File: config.mk
export PLATFORM = sky130hd
export DESIGN_NAME = qenc_counter_core
export DESIGN_NICKNAME = d
export VERILOG_FILES = /design/src/rtl/qenc_pkg.sv /design/src/rtl/qenc_sync.sv /design/src/rtl/qenc_step_decode.sv /design/src/rtl/qenc_index_ctl.sv /design/src/rtl/qenc_count_engine.sv /design/src/rtl/qenc_counter_core.sv
export SDC_FILE = /design/constraint.sdc
export NUM_CORES = 1
export LEC_CHECK = 0
export BUFFER_PORTS_ARGS = -buffer_cell sky130_fd_sc_hd__buf_2
export CAP_MARGIN = 10
export CORE_MARGIN = 2
export CORE_UTILIZATION = 50
export DETAILED_ROUTE_END_ITERATION = 6
export GPL_ROUTABILITY_DRIVEN = 0
export GPL_TIMING_DRIVEN = 0
export PLACE_DENSITY = 0.71
export SLEW_MARGIN = 40
export SYNTH_ARGS = -nofsm -noshare
export SYNTH_HDL_FRONTEND = slang
export SYNTH_HIERARCHICAL = 1
export SYNTH_SLANG_ARGS = --single-unit
File: constraint.sdc
create_clock -name clk -period 3.35 [get_ports clk]
set_input_delay 0.335 -clock clk [delete_from_list [all_inputs] [get_ports clk]]
set_output_delay 0.335 -clock clk [all_outputs]
set_load 0.01 [all_outputs]
File: src/rtl/qenc_pkg.sv
package qenc_pkg;

   // counting function, decoded from mode field bits [4:3]
   typedef enum logic [1:0] {
      FN_PULSE = 2'b00,
      FN_X1    = 2'b01,
      FN_X2    = 2'b10,
      FN_X4    = 2'b11
   } qenc_func_e;

   // count mode, decoded from mode field bits [2:1]
   typedef enum logic [1:0] {
      CM_FREE    = 2'd0,
      CM_CLAMP   = 2'd1,
      CM_ONESHOT = 2'd2,
      CM_WRAPN   = 2'd3
   } qenc_cmode_e;

   typedef struct packed {
      logic up;
      logic dn;
      logic glitch;
   } qenc_step_t;

endpackage

File: src/rtl/qenc_sync.sv
module qenc_sync #(
   parameter int WIDTH  = 3,
   parameter int STAGES = 2
) (
   input  logic             clk,
   input  logic             rst_n,
   input  logic [WIDTH-1:0] d_i,
   output logic [WIDTH-1:0] q_o,
   output logic [WIDTH-1:0] prev_o
);

   generate
      if (STAGES < 2) begin : g_bad_stages
         $error("qenc_sync: STAGES must be at least 2");
      end
      if (WIDTH < 1) begin : g_bad_width
         $error("qenc_sync: WIDTH must be at least 1");
      end
   endgenerate

   logic [STAGES-1:0][WIDTH-1:0] chain_q;
   logic [WIDTH-1:0]             prev_q;

   always_ff @(posedge clk or negedge rst_n) begin
      if (!rst_n) begin
         chain_q <= '0;
         prev_q  <= '0;
      end else begin
         chain_q <= {chain_q[STAGES-2:0], d_i};
         prev_q  <= chain_q[STAGES-1];
      end
   end

   assign q_o    = chain_q[STAGES-1];
   assign prev_o = prev_q;

endmodule

File: src/rtl/qenc_step_decode.sv
module qenc_step_decode
   import qenc_pkg::*;
#(
   parameter bit GLITCH_CHECK = 1'b1
) (
   input  logic       a_i,
   input  logic       b_i,
   input  logic       a_prev_i,
   input  logic       b_prev_i,
   input  qenc_func_e func_i,
   input  logic       enable_i,
   output qenc_step_t step_o
);

   logic a_chg, b_chg, both_chg, lead;
   logic up_raw, dn_raw, err_raw;

   always_comb begin
      a_chg    = a_i ^ a_prev_i;
      b_chg    = b_i ^ b_prev_i;
      both_chg = a_chg & b_chg;
      lead     = a_i ^ b_i;
      up_raw   = 1'b0;
      dn_raw   = 1'b0;
      if (!both_chg) begin
         case (func_i)
            FN_PULSE: begin
               if (a_i & ~a_prev_i) begin
                  up_raw = b_i;
                  dn_raw = ~b_i;
               end
            end
            FN_X1: begin
               if (a_chg & ~b_i) begin
                  up_raw = a_i;
                  dn_raw = ~a_i;
               end
            end
            FN_X2: begin
               if (a_chg) begin
                  up_raw = lead;
                  dn_raw = ~lead;
               end
            end
            default: begin
               if (a_chg) begin
                  up_raw = lead;
                  dn_raw = ~lead;
               end else if (b_chg) begin
                  up_raw = ~lead;
                  dn_raw = lead;
               end
            end
         endcase
      end
   end

   generate
      if (GLITCH_CHECK) begin : g_glitch_on
         assign err_raw = both_chg;
      end else begin : g_glitch_off
         assign err_raw = 1'b0;
      end
   endgenerate

   assign step_o.up     = enable_i & up_raw;
   assign step_o.dn     = enable_i & dn_raw;
   assign step_o.glitch = enable_i & err_raw;

endmodule

File: src/rtl/qenc_index_ctl.sv
module qenc_index_ctl
   import qenc_pkg::*;
(
   input  logic       idx_i,
   input  logic       idx_prev_i,
   input  logic       a_i,
   input  logic       b_i,
   input  qenc_func_e func_i,
   input  logic [1:0] idx_cfg_i,
   input  logic       preset_on_idx_n_i,
   output logic       idx_load_o
);

   logic edge_hit, sync_req, phase_ok;

   // bit 1 picks the active edge, bit 0 asks for phase qualification
   assign edge_hit   = idx_cfg_i[1] ? (idx_i & ~idx_prev_i) : (~idx_i & idx_prev_i);
   assign sync_req   = idx_cfg_i[0] & (func_i != FN_PULSE);
   assign phase_ok   = ~sync_req | (~a_i & ~b_i);
   assign idx_load_o = edge_hit & phase_ok & ~preset_on_idx_n_i;

endmodule

File: src/rtl/qenc_count_engine.sv
module qenc_count_engine
   import qenc_pkg::*;
#(
   parameter int CNT_W = 24
) (
   input  logic             clk,
   input  logic             rst_n,
   input  qenc_step_t       step_i,
   input  qenc_cmode_e      cmode_i,
   input  logic             preset_wr_i,
   input  logic [CNT_W-1:0] preset_din_i,
   input  logic             load_i,
   input  logic             zero_i,
   input  logic             flag_clr_i,
   input  logic             err_clr_i,
   input  logic             idx_load_i,
   output logic [CNT_W-1:0] cnt_o,
   output logic             carry_o,
   output logic             borrow_o,
   output logic             dir_o,
   output logic             err_o
);

   localparam logic [CNT_W-1:0] CNT_MAX = '1;
   localparam logic [CNT_W-1:0] CNT_ONE = CNT_W'(1);

   logic [CNT_W-1:0] cnt_q, preset_q, cnt_nxt;
   logic             carry_q, borrow_q, dir_q, err_q, frozen_q;
   logic             carry_flip, borrow_flip, freeze_set;
   logic             at_zero, at_top, hit_limit, reload;

   assign reload    = zero_i | load_i | idx_load_i;
   assign at_zero   = (cnt_q == '0);
   assign at_top    = (cnt_q == CNT_MAX);
   assign hit_limit = (cnt_q >= preset_q);

   always_comb begin
      cnt_nxt     = cnt_q;
      carry_flip  = 1'b0;
      borrow_flip = 1'b0;
      freeze_set  = 1'b0;
      if (step_i.up) begin
         case (cmode_i)
            CM_CLAMP: begin
               if (hit_limit) carry_flip = 1'b1;
               else           cnt_nxt    = cnt_q + CNT_ONE;
            end
            CM_WRAPN: begin
               if (hit_limit) begin
                  cnt_nxt    = '0;
                  carry_flip = 1'b1;
               end else begin
                  cnt_nxt = cnt_q + CNT_ONE;
               end
            end
            CM_ONESHOT: begin
               if (!frozen_q) begin
                  cnt_nxt = cnt_q + CNT_ONE;
                  if (at_top) begin
                     carry_flip = 1'b1;
                     freeze_set = 1'b1;
                  end
               end
            end
            default: begin
               cnt_nxt    = cnt_q + CNT_ONE;
               carry_flip = at_top;
            end
         endcase
      end else if (step_i.dn) begin
         case (cmode_i)
            CM_CLAMP: begin
               if (at_zero) borrow_flip = 1'b1;
               else         cnt_nxt     = cnt_q - CNT_ONE;
            end
            CM_WRAPN: begin
               if (at_zero) begin
                  cnt_nxt     = preset_q;
                  borrow_flip = 1'b1;
               end else begin
                  cnt_nxt = cnt_q - CNT_ONE;
               end
            end
            CM_ONESHOT: begin
               if (!frozen_q) begin
                  cnt_nxt = cnt_q - CNT_ONE;
                  if (at_zero) begin
                     borrow_flip = 1'b1;
                     freeze_set  = 1'b1;
                  end
               end
            end
            default: begin
               cnt_nxt     = cnt_q - CNT_ONE;
               borrow_flip = at_zero;
            end
         endcase
      end
   end

   always_ff @(posedge clk or negedge rst_n) begin
      if (!rst_n) begin
         cnt_q    <= '0;
         preset_q <= '0;
         carry_q  <= 1'b0;
         borrow_q <= 1'b0;
         dir_q    <= 1'b0;
         err_q    <= 1'b0;
         frozen_q <= 1'b0;
      end else begin
         if (preset_wr_i) preset_q <= preset_din_i;

         if (zero_i) begin
            cnt_q    <= '0;
            frozen_q <= 1'b0;
         end else if (load_i | idx_load_i) begin
            cnt_q    <= preset_q;
            frozen_q <= 1'b0;
         end else begin
            cnt_q <= cnt_nxt;
            if (freeze_set) frozen_q <= 1'b1;
         end

         if (flag_clr_i) begin
            carry_q  <= 1'b0;
            borrow_q <= 1'b0;
         end else if (!reload) begin
            carry_q  <= carry_q ^ carry_flip;
            borrow_q <= borrow_q ^ borrow_flip;
         end

         if (!reload && step_i.up)      dir_q <= 1'b1;
         else if (!reload && step_i.dn) dir_q <= 1'b0;

         if (err_clr_i)          err_q <= 1'b0;
         else if (step_i.glitch) err_q <= 1'b1;
      end
   end

   assign cnt_o    = cnt_q;
   assign carry_o  = carry_q;
   assign borrow_o = borrow_q;
   assign dir_o    = dir_q;
   assign err_o    = err_q;


   flag_pair_chk: assert property (@(posedge clk) disable iff (!rst_n)
      !flag_clr_i |=> !((carry_q != $past(carry_q)) && (borrow_q != $past(borrow_q))));


   clamp_hold_chk: assert property (@(posedge clk) disable iff (!rst_n)
      (cmode_i == CM_CLAMP && step_i.up && !reload && cnt_q >= preset_q) |=> $stable(cnt_q));


   frozen_hold_chk: assert property (@(posedge clk) disable iff (!rst_n)
      (cmode_i == CM_ONESHOT && frozen_q && !reload) |=> $stable(cnt_q));


   modn_wrap_chk: assert property (@(posedge clk) disable iff (!rst_n)
      (cmode_i == CM_WRAPN && step_i.up && !reload && !flag_clr_i && cnt_q == preset_q)
      |=> (cnt_q == '0 && carry_q != $past(carry_q)));


   err_sticky_chk: assert property (@(posedge clk) disable iff (!rst_n)
      (err_q && !err_clr_i) |=> err_q);

endmodule

File: src/rtl/qenc_counter_core.sv
module qenc_counter_core
   import qenc_pkg::*;
#(
   parameter int CNT_W        = 24,
   parameter int SYNC_STAGES  = 2,
   parameter bit GLITCH_CHECK = 1'b1
) (
   input  logic             clk,
   input  logic             rst_n,
   input  logic             enc_a,
   input  logic             enc_b,
   input  logic             enc_idx,
   input  logic [4:1]       mode_cfg,
   input  logic [1:0]       io_cfg,
   input  logic [1:0]       idx_cfg,
   input  logic             preset_wr,
   input  logic [CNT_W-1:0] preset_din,
   input  logic             load_stb,
   input  logic             zero_stb,
   input  logic             flag_clr_stb,
   input  logic             err_clr_stb,
   output logic [CNT_W-1:0] count_o,
   output logic             carry_o,
   output logic             borrow_o,
   output logic             dir_up_o,
   output logic             noise_err_o
);

   localparam int LINES = 3;

   generate
      if (CNT_W < 4) begin : g_bad_cnt_w
         $error("qenc_counter_core: CNT_W must be at least 4");
      end
   endgenerate

   logic [LINES-1:0] line_s, line_p;
   qenc_func_e       func;
   qenc_cmode_e      cmode;
   qenc_step_t       step;
   logic             idx_load;

   assign func  = qenc_func_e'(mode_cfg[4:3]);
   assign cmode = qenc_cmode_e'(mode_cfg[2:1]);

   // line order: [0] A, [1] B, [2] index
   qenc_sync #(
      .WIDTH  (LINES),
      .STAGES (SYNC_STAGES)
   ) sync_i (
      .clk    (clk),
      .rst_n  (rst_n),
      .d_i    ({enc_idx, enc_b, enc_a}),
      .q_o    (line_s),
      .prev_o (line_p)
   );

   qenc_step_decode #(
      .GLITCH_CHECK (GLITCH_CHECK)
   ) decode_i (
      .a_i      (line_s[0]),
      .b_i      (line_s[1]),
      .a_prev_i (line_p[0]),
      .b_prev_i (line_p[1]),
      .func_i   (func),
      .enable_i (io_cfg[0]),
      .step_o   (step)
   );

   qenc_index_ctl index_i (
      .idx_i             (line_s[2]),
      .idx_prev_i        (line_p[2]),
      .a_i               (line_s[0]),
      .b_i               (line_s[1]),
      .func_i            (func),
      .idx_cfg_i         (idx_cfg),
      .preset_on_idx_n_i (io_cfg[1]),
      .idx_load_o        (idx_load)
   );

   qenc_count_engine #(
      .CNT_W (CNT_W)
   ) engine_i (
      .clk          (clk),
      .rst_n        (rst_n),
      .step_i       (step),
      .cmode_i      (cmode),
      .preset_wr_i  (preset_wr),
      .preset_din_i (preset_din),
      .load_i       (load_stb),
      .zero_i       (zero_stb),
      .flag_clr_i   (flag_clr_stb),
      .err_clr_i    (err_clr_stb),
      .idx_load_i   (idx_load),
      .cnt_o        (count_o),
      .carry_o      (carry_o),
      .borrow_o     (borrow_o),
      .dir_o        (dir_up_o),
      .err_o        (noise_err_o)
   );


   ab_off_hold_chk: assert property (@(posedge clk) disable iff (!rst_n)
      (!io_cfg[0] && !zero_stb && !load_stb && !idx_load) |=> $stable(count_o));


   glitch_no_step_chk: assert property (@(posedge clk) disable iff (!rst_n)
      step.glitch |-> !(step.up || step.dn));

endmodule

[Word-level counts from Yosys, hierarchy flattened]
Index checks and enable logic that the tools add are counted.
Operators by class
  $add $sub $neg: 2
  magnitude comparators: 1
  equal/unequal tests: 11
  muxes and demuxes: 52
  bitwise operators: 29
  reduce and logical (&&, ||, !) cells: 12
Operator list (number)
  $mux W24: 10
  $pmux W24 S3: 2
  $mux W1: 36
  $add A24 B1 Y24 const B: 1
  $eq A24 B24 Y1 const B: 1
  $ge A24 B24 Y1: 1
  $logic_not A24 Y1: 1
  $sub A24 B1 Y24 const B: 1
  $ne A5 B5 Y1 const B: 3
  $and A1 B1 Y1: 12
  $not A1 Y1: 8
  $eq A2 B2 Y1 const B: 3
  $pmux W1 S3: 2
  $reduce_bool A2 Y1: 3
  $ne A5 B4 Y1 const B: 1
  $reduce_and A5 Y1: 1
  $xor A1 B1 Y1: 5
  $eq A2 B1 Y1 const B: 2
  $or A1 B1 Y1: 4
  $pmux W1 S2: 2
  $reduce_bool A4 Y1: 1
  $reduce_bool A3 Y1: 1
  $logic_and A1 B1 Y1: 2
  $logic_not A2 Y1: 1
  3 further kinds: 3
Storage, ports and cells
  bits in registers: 62
  word-level logic and storage cells: 117

[Longest topological paths before layout]
Gate-level depths: netlist of run 1.
  depth after elaboration: 11
  depth in mapped cells: 13
  depth with buffers taken out: 12

[Hierarchy]
The synthesis of run 1 kept the hierarchy.
Modules (own cells, without submodules)
  qenc_count_engine: instances 1, cells each 522, area an instance 4221.5 µm², seq. area each 1326.3 µm²
  qenc_sync: instances 1, cells each 12, area an instance 247.7 µm², seq. area each 225.2 µm²
  qenc_step_decode: instances 1, cells each 29, area an instance 197.7 µm², seq. area each 0.0 µm²
  qenc_index_ctl: instances 1, cells each 4, area an instance 40.0 µm², seq. area each 0.0 µm²

[Least setup slack after synthesis of run 1]
No wires, ideal clock.
  kind: reg2reg
  start: register sync_i.chain_q (netlist bit sync_i/q_o[0])
  end: register engine_i.cnt_q[21] (netlist: engine_i/cnt_o[21])
  setup time: 0.080 ns
  arrival time: 2.927 ns
  data required time: 3.270 ns
  slack: 0.343 ns
  cell stages (with the launch flop): 13
  path buffers: 3
  clock period less this slack: 3.007 ns
  cells stage by stage: dfrtp_1 buf_4 ha_1 nand2b_4 a211oi_2 a311oi_1 nor3_1 clkbuf_1 nand2_1 o31ai_4 buf_6 a21oi_1 o22ai_2
RTL lines
  start, declared: line qenc_sync.sv:21  | logic [STAGES-1:0][WIDTH-1:0] chain_q;
  start signal, assigned: line qenc_sync.sv:29  | chain_q <= {chain_q[STAGES-2:0], d_i};
  end signal, assigned: line qenc_count_engine.sv:117  | cnt_q <= preset_q;
  end signal, assigned: line qenc_count_engine.sv:120  | cnt_q <= cnt_nxt;
  end, declared: line qenc_count_engine.sv:27  | logic [CNT_W-1:0] cnt_q, preset_q, cnt_nxt;

[Final worst setup path of run 1]
  start: register engine_i.cnt_q[17] (netlist: engine_i/cnt_o[17])
  end: register engine_i.cnt_q[7] (netlist: engine_i/cnt_o[7])
On the way
  word-level cells in the longest chain between the ends: 7
  elaborated cells on any way between the ends: 13
RTL lines
  branches (longest 7 deep; another with $ge A24 B24 Y1)
Parallel ways; which one is timed is not known. The select of a mux whose other input is x is not followed.
A chain may end at the register's enable or synchronous reset.

==> impl_metrics.tcl, run 1 <==
set metrics [dict create \
    drc 0 \
    slew_viol_final 0 \
    end_kind "register" \
    die_area_um2 10200 \
    avgSynthCellArea_um2 8.30 \
    numPlacedInstances 747 \
    die_h_um 101 \
    track_usage_pct 29.0 \
    synth_area_um2 4710 \
    switchingPower_mw 0.940 \
    setup_violations 0 \
    grt_max_degree 37 \
    seq_power_share_pct 36.2 \
    multi_input_area_um2 2910 \
    pin_count 70 \
    synth_edf_count 0 \
    worstSetupPathType "register to register" \
    nFillCells 839 \
    start_util_pct 51.2 \
    worst_setup_path_start_kind "register" \
    ir_worst_vdd_mv 0.219 \
    grt_pass1_wl_um 23000 \
    syn_nets 637 \
    fmax_mhz 307 \
    die_w_um 101 \
    io_buffers 68 \
    ff2ff_path_depth 9 \
    hold_depth 1 \
    tns_ps 0 \
    routedWlPerCell_um 18.6 \
    dpl.hpwl_um 10400 \
    combPwrFrac_pct 36.3 \
    drtPass1Iterations 5 \
    synth_largest_area_cell "dfrtp_1" \
    min-delay-start "enc_b" \
    status "complete, no violations" \
    fin_nets 725 \
    ys_ff_latch 62 \
    cts_tree "built" \
    drv_cap 0 \
    numCtsBuffers 9 \
    async_flop_share_pct 100 \
    num_antenna_cells 0 \
    synthTopCellsByCount "62 x dfrtp_1, 62 x nand2_1, 47 x o21ai_0, 41 x nor2_1, 37 x inv_1" \
    h-tree-depth 3 \
    cts.path.max_buffers 2 \
    drtAntennaViolNets 0 \
    overflow 0 \
    cts_sinks 62 \
    vias 4874 \
    area_growth_pct 18.2 \
    p_leak_nw 2.48 \
    core-area_um2 9200 \
    r2r_start "engine_i/cnt_o[17]$_DFFE_PN0P_" \
    yosysSeqAreaShare_pct 33.0 \
    cts-root-buf "clkbuf_8" \
    fin_skew_ps 12.8 \
    fin_crit_sh_pct 97.3 \
    worst-r2r-setup-slack_ps 90 \
    p_int_mw 1.58 \
    rows 35 \
    fin_ws_ps 92.1 \
    first_iter_violations 515 \
    viasPerCell 6.32 \
    max-slew-margin-rel_pct 50.7 \
    critPathMaxFanout 10 \
    pre_cts_ws_ps -540 \
    final_cells 771 \
    hold_viol_final 0 \
    crit_required_ps 3540 \
    antenna_found_initial 0 \
    synth.top_cell.area_share_pct 33.0 \
    grt_pass1_vias 4532 \
    layout-drive-gt1-share_pct 22.0 \
    yosys-top-cells-area "dfrtp_1 33%, ha_1 7.4%, o21ai_0 5.0%" \
    clk_latency_ps 340 \
    synth_ff_type "dfrtp_1" \
    p_per_area_nw_per_um2 452 \
    yosysUniqueCellTypes 72 \
    switching_share_pct 37.4 \
    hp-class "input port to register" \
    netlist_instances 567 \
    r2r_end "engine_i/cnt_o[7]$_DFFE_PN0P_" \
    arrival_ps 3450 \
    final.min_clock_period_ps 3260 \
    clk_pin_slew_ps 80 \
    clkPwrFrac_pct 27.5 \
    yosys_warnings 6 \
    register_area_um2 1550 \
    tightest_slew_ps 740 \
    whs_endpoint "sync_i/chain_q[1]$_DFF_PN0_" \
    drt-total-wl_um 14400 \
]
[per-stage QoR]
step / hold WS, ps / power, mW / utilization, % / cell area [um^2]
after detailed placement: 285 / 1.78 / 56.6 / 5210
after global placement: 334 / 1.75 / 56.4 / 5190
after floorplan: 39.4 / 1.51 / - / 4710
final: 105 / 2.52 / 60.5 / 5570
after global routing: 94.8 / 2.66 / 60.5 / 5570
after CTS: 97.9 / 2.49 / 59.6 / 5480
[worst max-delay path by stage]
| stage | endpoint | start | depth (start not counted) | slack [ps] |
|---|---|---|---|---|
| 2_1_floorplan | engine_i/cnt_o[21]$_DFFE_PN0P_ | sync_i/q_o[0]$_DFF_PN0_ | 12 | 340 |
| 3_3_place_gp | engine_i/cnt_o[13]$_DFFE_PN0P_ | sync_i/q_o[0]$_DFF_PN0_ | 12 | -500 |
| 3_5_place_dp | engine_i/cnt_o[21]$_DFFE_PN0P_ | engine_i/cnt_o[23]$_DFFE_PN0P_ | 10 | -540 |
| 4_1_cts | engine_i/cnt_o[7]$_DFFE_PN0P_ | engine_i/cnt_o[0]$_DFFE_PN0P_ | 9 | 50 |
| 5_1_grt | engine_i/cnt_o[10]$_DFFE_PN0P_ | engine_i/cnt_o[1]$_DFFE_PN0P_ | 10 | -20 |
| 6_report | engine_i/cnt_o[7]$_DFFE_PN0P_ | engine_i/cnt_o[17]$_DFFE_PN0P_ | 9 | 90 |
[metal layers]
layer | part of all wire (%) | vias to the layer above | GRT usage [%]
li1 | - | 2238 | -
met1 | 42 | 2314 | 39.5
met2 | 46 | 282 | 46.8
met3 | 8.7 | 40 | 4.65
met4 | 3.1 | 0 | 10.2
met5 | 0 | - | 0
[cell type report]
| cell class | count | share of cell area, % |
|---|---|---|
| buffer | 37 | 3.37 |
| clock buffer | 11 | 2.72 |
| clock inverter | 5 | 1.03 |
| inverter | 37 | 2.50 |
| multi-input combinational | 430 | 52.2 |
| sequential | 62 | 27.9 |
| tap | 111 | 2.50 |
| timing repair buffer | 78 | 7.78 |
[power by group through the flow]
stage               Combinational [mW]  Clock, mW  Sequential (mW)
floorplan                        0.591          0            0.922
global placement                 0.834          0            0.921
detailed placement               0.860          0            0.923
CTS                              0.876      0.705            0.909
global route                      1.01      0.732            0.921
finish                           0.913      0.692            0.912
[worst max-delay path, cell delays in order (launching register included)]
cell and delay, ps:
dfrtp_1 400, clkbuf_1 200, or4_4 480, or4_4 490, or4_4 600, nor2_2 190, buf_4 230, a211oi_1 110
a211oi_1 300, o41ai_2 110
[cell families (layout without fill, tap and decap cells)]
family | count (synthesis) | in the layout | synth area share, %
XOR/XNOR | 26 | 26 | 4.84
flip-flops | 62 | 62 | 33.0
multiplexers | 3 | 3 | 0.665
adder cells (fa/ha/maj) | 28 | 28 | 7.44
buffers and inverters | 75 | 168 | 6.72
AND/OR/NAND/NOR | 194 | 194 | 21.0
AO/OA/AOI/OAI | 179 | 179 | 26.4
[timing repair]
item / CTS / global route
hold buffers: 1 / 0
setup buffers: 4 / 4
resized for setup: 8 / 21
gates cloned: 0 / 0
setup endpoints to repair: 25 / 24
hold endpoints to repair: 26 / 0
pin swaps: 1 / 3
[flip-flops by register name, summed over array words and instances, names as in the netlist, 3 cells and up]
register,count
sync_i/q_o,3
engine_i/preset_q,24
sync_i/chain_q,3
sync_i/prev_o,3
engine_i/cnt_o,24
[cell usage in the layout, fill, tap and decap left out, drive strengths merged, types with 11 or more instances in the layout]
cell type | synthesis | layout
a22o | 11 | 11
xnor2 | 17 | 17
clkbuf | 26 | 36
buf | 12 | 89
inv | 37 | 37
a211oi | 14 | 14
nor3 | 19 | 19
a22oi | 13 | 13
a21oi | 32 | 32
nand2 | 62 | 62
dfrtp | 62 | 62
ha | 28 | 28
o22ai | 11 | 11
nand3 | 14 | 14
nor2 | 43 | 43
o21ai | 49 | 49
Power figures use the tool's default switching activity.
==> run 2: changes to the inputs <==
- clock period: 3.35 -> 3.9 ns (I/O delays scaled with it)
==> impl_metrics.tcl, run 2 (synthesis results as in run 1) <==
set metrics [dict create \
    status "complete, no violations" \
    cp.depth 10 \
    drt-total-wl_um 14300 \
    mostFrequentLayoutCells "68 x buf_2, 62 x nand2_1, 62 x dfrtp_1" \
    io_buffers 68 \
    r2r_start "engine_i/cnt_o[23]$_DFFE_PN0P_" \
    p_leak_nw 2.43 \
    layout-drive-gt1-share_pct 19.5 \
    die_h_um 101 \
    power_mw 2.14 \
    drtPass1Iterations 6 \
    crit_buf_inv 1 \
    drc 0 \
    slew_viol_final 0 \
    crit_chain "ha_1 -> nand4_1 -> or3_1 -> a2111oi_2 -> a21oi_1 -> a21o_1 -> nand2b_1 -> buf_1 -> o21ai_0 -> a22o_1" \
    rows 35 \
    area_growth_pct 16.1 \
    fmax_mhz 282 \
    final_cells 768 \
    layout_commonest_cell "buf_2" \
    die_area_um2 10200 \
    cts_sinks 62 \
    critPathMaxStageDelay_ps 500 \
    cts_tree "built" \
    tns_ps 0 \
    hold_viol_final 0 \
    setup_violations 0 \
    final.min_clock_period_ps 3550 \
    vias 4845 \
    fin_skew_ps 14.0 \
    drtAntennaViolNets 0 \
    arrival_ps 3780 \
    fin_nets 722 \
    numCtsBuffers 9 \
    overflow 0 \
    p_per_area_nw_per_um2 392 \
    worst-r2r-setup-slack_ps 350 \
    grt_max_degree 37 \
    die_w_um 101 \
    antenna_found_initial 0 \
    crit_required_ps 4130 \
    ir_worst_vdd_mv 0.188 \
    worstSetupPathType "register to register" \
    crit_start "engine_i/cnt_o[23]$_DFFE_PN0P_" \
    num_antenna_cells 0 \
    clk_pin_slew_ps 70 \
    fin_ws_ps 351 \
    viasPerCell 6.31 \
    fin_crit_sh_pct 91.0 \
    path_delay_family "compound AO/OA/AOI/OAI gates" \
    end_kind "register" \
    r2r_end "engine_i/cnt_o[23]$_DFFE_PN0P_" \
    routedWlPerCell_um 18.6 \
    hp-class "input port to register" \
    worst_setup_path_start_kind "register" \
    drv_cap 0 \
    cts-root-buf "clkbuf_8" \
    grt_pass1_vias 4526 \
    tightest_slew_ps 805 \
    critPathMaxFanout 10 \
    track_usage_pct 28.9 \
    grt_pass1_wl_um 23000 \
    pre_cts_ws_ps 10.2 \
    ff2ff_path_depth 10 \
    cp_slowest_cell "or3_1" \
    max-slew-margin-rel_pct 45.9 \
    pin_count 70 \
    hold_depth 1 \
    cts.path.max_buffers 2 \
    rsz0062_at_grt "false" \
    fin_util_pct 59.4 \
    start_util_pct 51.2 \
    first_iter_violations 460 \
    h-tree-depth 3 \
    numPlacedInstances 747 \
    core-area_um2 9200 \
    clk_latency_ps 340 \
    critPathCapture "engine_i/cnt_o[23]$_DFFE_PN0P_" \
    dpl.hpwl_um 10400 \
]
[run 2: how the worst min path moves through the flow]
stage	from	end	slack [ps]
final	enc_b	sync_i/chain_q[1]$_DFF_PN0_	160
after global routing	enc_b	sync_i/chain_q[1]$_DFF_PN0_	150
after CTS	enc_idx	sync_i/chain_q[2]$_DFF_PN0_	150
after detailed placement	sync_i/chain_q[0]$_DFF_PN0_	sync_i/q_o[0]$_DFF_PN0_	330
after global placement	sync_i/chain_q[2]$_DFF_PN0_	sync_i/q_o[2]$_DFF_PN0_	330
after floorplan	rst_n	engine_i/borrow_o$_DFFE_PN0P_	90
[run 2: layout make-up]
| cell class | count | area (um^2) |
|---|---|---|
| multi-input cells | 430 | 2850 |
| well taps | 111 | 139 |
| fillers | 843 | 3730 |
| flip-flops and latches | 62 | 1550 |
| plain buffers | 38 | 180 |
| repair buffers | 74 | 403 |
| clock inverters | 5 | 57.6 |
| inverters | 37 | 139 |
| clock buffers | 11 | 151 |
[run 2: worst reg2reg max path: cells and delay by family (launching register included)]
kind / cells / cell delay [ps]
DFF: 1 / 480
AOI/OAI and AO/OA: 5 / 1310
adders and majority gates: 1 / 360
buffers and inverters: 1 / 430
and+or+nand+nor: 3 / 860
[run 2: where the power goes]
group | switching, mW | leakage (nW) | internal, mW
logic | 0.455 | 1.55 | 0.308
registers | 0.0746 | 0.781 | 0.707
clock network | 0.269 | 0.0976 | 0.329
total | 0.798 | 2.43 | 1.34
[run 2: per-layer routing]
layer / part of all wire [%] / track usage (%) / vias up
li1: - / - / 2228
met1: 43 / 39.8 / 2302
met2: 46 / 46.9 / 271
met3: 8.0 / 4.09 / 44
met4: 2.8 / 9.25 / 0
met5: 0 / 0 / -
[run 2: per-stage QoR]
stage	hold WS (ps)	area (um^2)
floorplan	94.4	4710
global placement	334	5190
detailed placement	335	5210
CTS	153	5460
global route	150	5470
finish	161	5470
[run 2: timing repair]
item                                    CTS  global route
pin swaps                                 1             0
hold buffers                              1             0
resized for setup                         1             5
cloned                                    0             0
endpoints found under the hold margin    26             0
endpoints found under the setup margin    3            11
setup buffers                             4             0
==> run 3: changes to the inputs <==
- CTS_BUF_LIST: unset -> sky130_fd_sc_hd__clkbuf_2
- PLACE_DENSITY: 0.71 -> 0.72
- SKIP_LAST_GASP: unset -> 1
- SYNTH_HIERARCHICAL: 1 -> unset
==> impl_metrics.tcl, run 3 <==
set metrics [dict create \
    die_w_um 99.9 \
    synth_ff_type "dfrtp_1" \
    final.min_clock_period_ps 3570 \
    ff2ff_path_depth 9 \
    whs_endpoint "engine_i.preset_q[4]$_DFFE_PN0P_" \
    crit_required_ps 4310 \
    drc 0 \
    worstSetupPathType "register to register" \
    cts.path.max_buffers 2 \
    rows 34 \
    track_usage_pct 28.3 \
    drt-total-wl_um 13800 \
    cts_sinks 62 \
    netlist_instances 565 \
    hold_viol_final 0 \
    grt_max_degree 35 \
    h-tree-depth 3 \
    r2r_start "engine_i.cnt_o[23]$_DFFE_PN0P_" \
    layout-drive-gt1-share_pct 16.5 \
    first_iter_violations 364 \
    drv_cap 0 \
    pin_count 70 \
    tns_ps 0 \
    overflow 0 \
    cts-root-buf "clkbuf_2" \
    fmax_mhz 280 \
    mostFrequentLayoutCells "75 x buf_2, 68 x nand2_1, 62 x dfrtp_1" \
    syn_nets 636 \
    fin_skew_ps 27.9 \
    status "complete, no violations" \
    synthTopCellsByCount "68 x nand2_1, 62 x dfrtp_1, 54 x o21ai_0, 43 x nor2_1, 34 x inv_1" \
    num_antenna_cells 0 \
    critPathMaxFanout 10 \
    die_area_um2 9970 \
    fin_nets 720 \
    p_per_area_nw_per_um2 383 \
    p_leak_nw 2.46 \
    cts_setup_buffers 0 \
    avgSynthCellArea_um2 8.13 \
    r2r_end "engine_i.cnt_o[14]$_DFFE_PN0P_" \
    drtPass1Iterations 5 \
    ir_worst_vdd_mv 0.191 \
    synth.top_cell.area_share_pct 33.8 \
    yosysUniqueCellTypes 61 \
    multi_input_area_um2 2750 \
    yosysSeqAreaShare_pct 33.8 \
    max-slew-margin-rel_pct 49.6 \
    hold_depth 3 \
    synth.most_common_cell "nand2_1" \
    hp-class "input port to register" \
    fin_ws_ps 333 \
    drtAntennaViolNets 0 \
    worst-r2r-setup-slack_ps 330 \
    io_buffers 66 \
    synth_edf_count 0 \
    clk_pin_slew_ps 210 \
    vias 4835 \
    slew_viol_final 0 \
    fin_crit_sh_pct 91.5 \
    holdBufCountCts 4 \
    arrival_ps 3980 \
    antenna_found_initial 0 \
    setup_violations 0 \
    clk_latency_ps 520 \
    routedWlPerCell_um 18.1 \
    synth_largest_area_cell "dfrtp_1" \
    core-area_um2 8810 \
    grt_pass1_wl_um 22500 \
    layout_commonest_cell "buf_2" \
    viasPerCell 6.35 \
    power_mw 2.04 \
    start_util_pct 52.2 \
    register_area_um2 1550 \
    numCtsBuffers 9 \
    cts-resized-gates 0 \
    cts_tree "built" \
    dpl.hpwl_um 10100 \
    min-delay-start "preset_din[4]" \
    end_kind "register" \
    tightest_slew_ps 754 \
    pre_cts_ws_ps 448 \
    rsz0062_at_grt "false" \
    ys_ff_latch 62 \
    nFillCells 837 \
    area_growth_pct 16.0 \
    yosys_warnings 0 \
    worst_setup_path_start_kind "register" \
    yosys-top-cells-area "dfrtp_1 34%, ha_1 7.9%, o21ai_0 5.9%" \
    synth_area_um2 4600 \
    async_flop_share_pct 100 \
    die_h_um 99.9 \
    grt_pass1_vias 4540 \
]
[run 3: power by group]
| group | internal, mW | switching (mW) |
|---|---|---|
| Sequential | 0.706 | 0.0734 |
| Clock | 0.337 | 0.259 |
| Combinational | 0.261 | 0.403 |
| Total | 1.30 | 0.735 |
[run 3: cell type report]
cell class,instances,share of cell area [%]
clock inverter,7,2.56
clock buffer,9,0.845
tap,108,2.53
buffer,40,3.19
sequential,62,29.1
multi-input combinational,429,51.6
timing repair buffer,73,7.74
inverter,34,2.39
[run 3: through the flow]
stage	util (%)	hold slack, ps	std cells	instance area [um^2]
2_1_floorplan	-	94.4	565	4600
3_3_place_gp	57.5	334	739	5060
3_5_place_dp	57.7	341	740	5080
4_1_cts	60.2	7.45	760	5310
5_1_grt	60.5	34.1	762	5330
6_report	60.5	52.6	762	5330
[run 3: worst max path at each step]
stage	start	to	slack (ps)	depth (start not counted)
finish	engine_i.cnt_o[23]$_DFFE_PN0P_	engine_i.cnt_o[14]$_DFFE_PN0P_	330	9
floorplan	engine_i.cnt_o[12]$_DFFE_PN0P_	engine_i.cnt_o[23]$_DFFE_PN0P_	1050	9
CTS	engine_i.cnt_o[0]$_DFFE_PN0P_	engine_i.cnt_o[22]$_DFFE_PN0P_	420	10
detailed placement	engine_i.cnt_o[23]$_DFFE_PN0P_	engine_i.cnt_o[7]$_DFFE_PN0P_	450	9
global placement	engine_i.cnt_o[0]$_DFFE_PN0P_	engine_i.cnt_o[7]$_DFFE_PN0P_	450	11
global route	engine_i.cnt_o[0]$_DFFE_PN0P_	engine_i.cnt_o[9]$_DFFE_PN0P_	190	11
[run 3: cell families after synthesis]
group | Yosys count | synth area share (%)
AOI/OAI and AO/OA | 179 | 26.1
DFF | 62 | 33.8
xor gates and xnor gates | 14 | 2.67
muxes | 4 | 0.898
buffers and inverters | 74 | 6.48
and+or+nand+nor | 203 | 22.2
adders and majority gates | 29 | 7.90
[run 3: worst max-delay path, stage by stage, from the launching register on]
cell	delay, ps
dfrtp_1	550
ha_1	360
nand4_1	180
or4_1	610
a31oi_1	350
o21bai_1	330
nor2_1	350
clkbuf_1	360
o21ai_0	180
a22o_1	200
[run 3: metal layers]
layer  vias up  track usage (%)  wire, um
met4         0             11.0       500
met2       265             45.1      6240
met3        34             5.29      1140
met5         -                0         0
met1      2291             38.4      5880
li1       2245                -         -
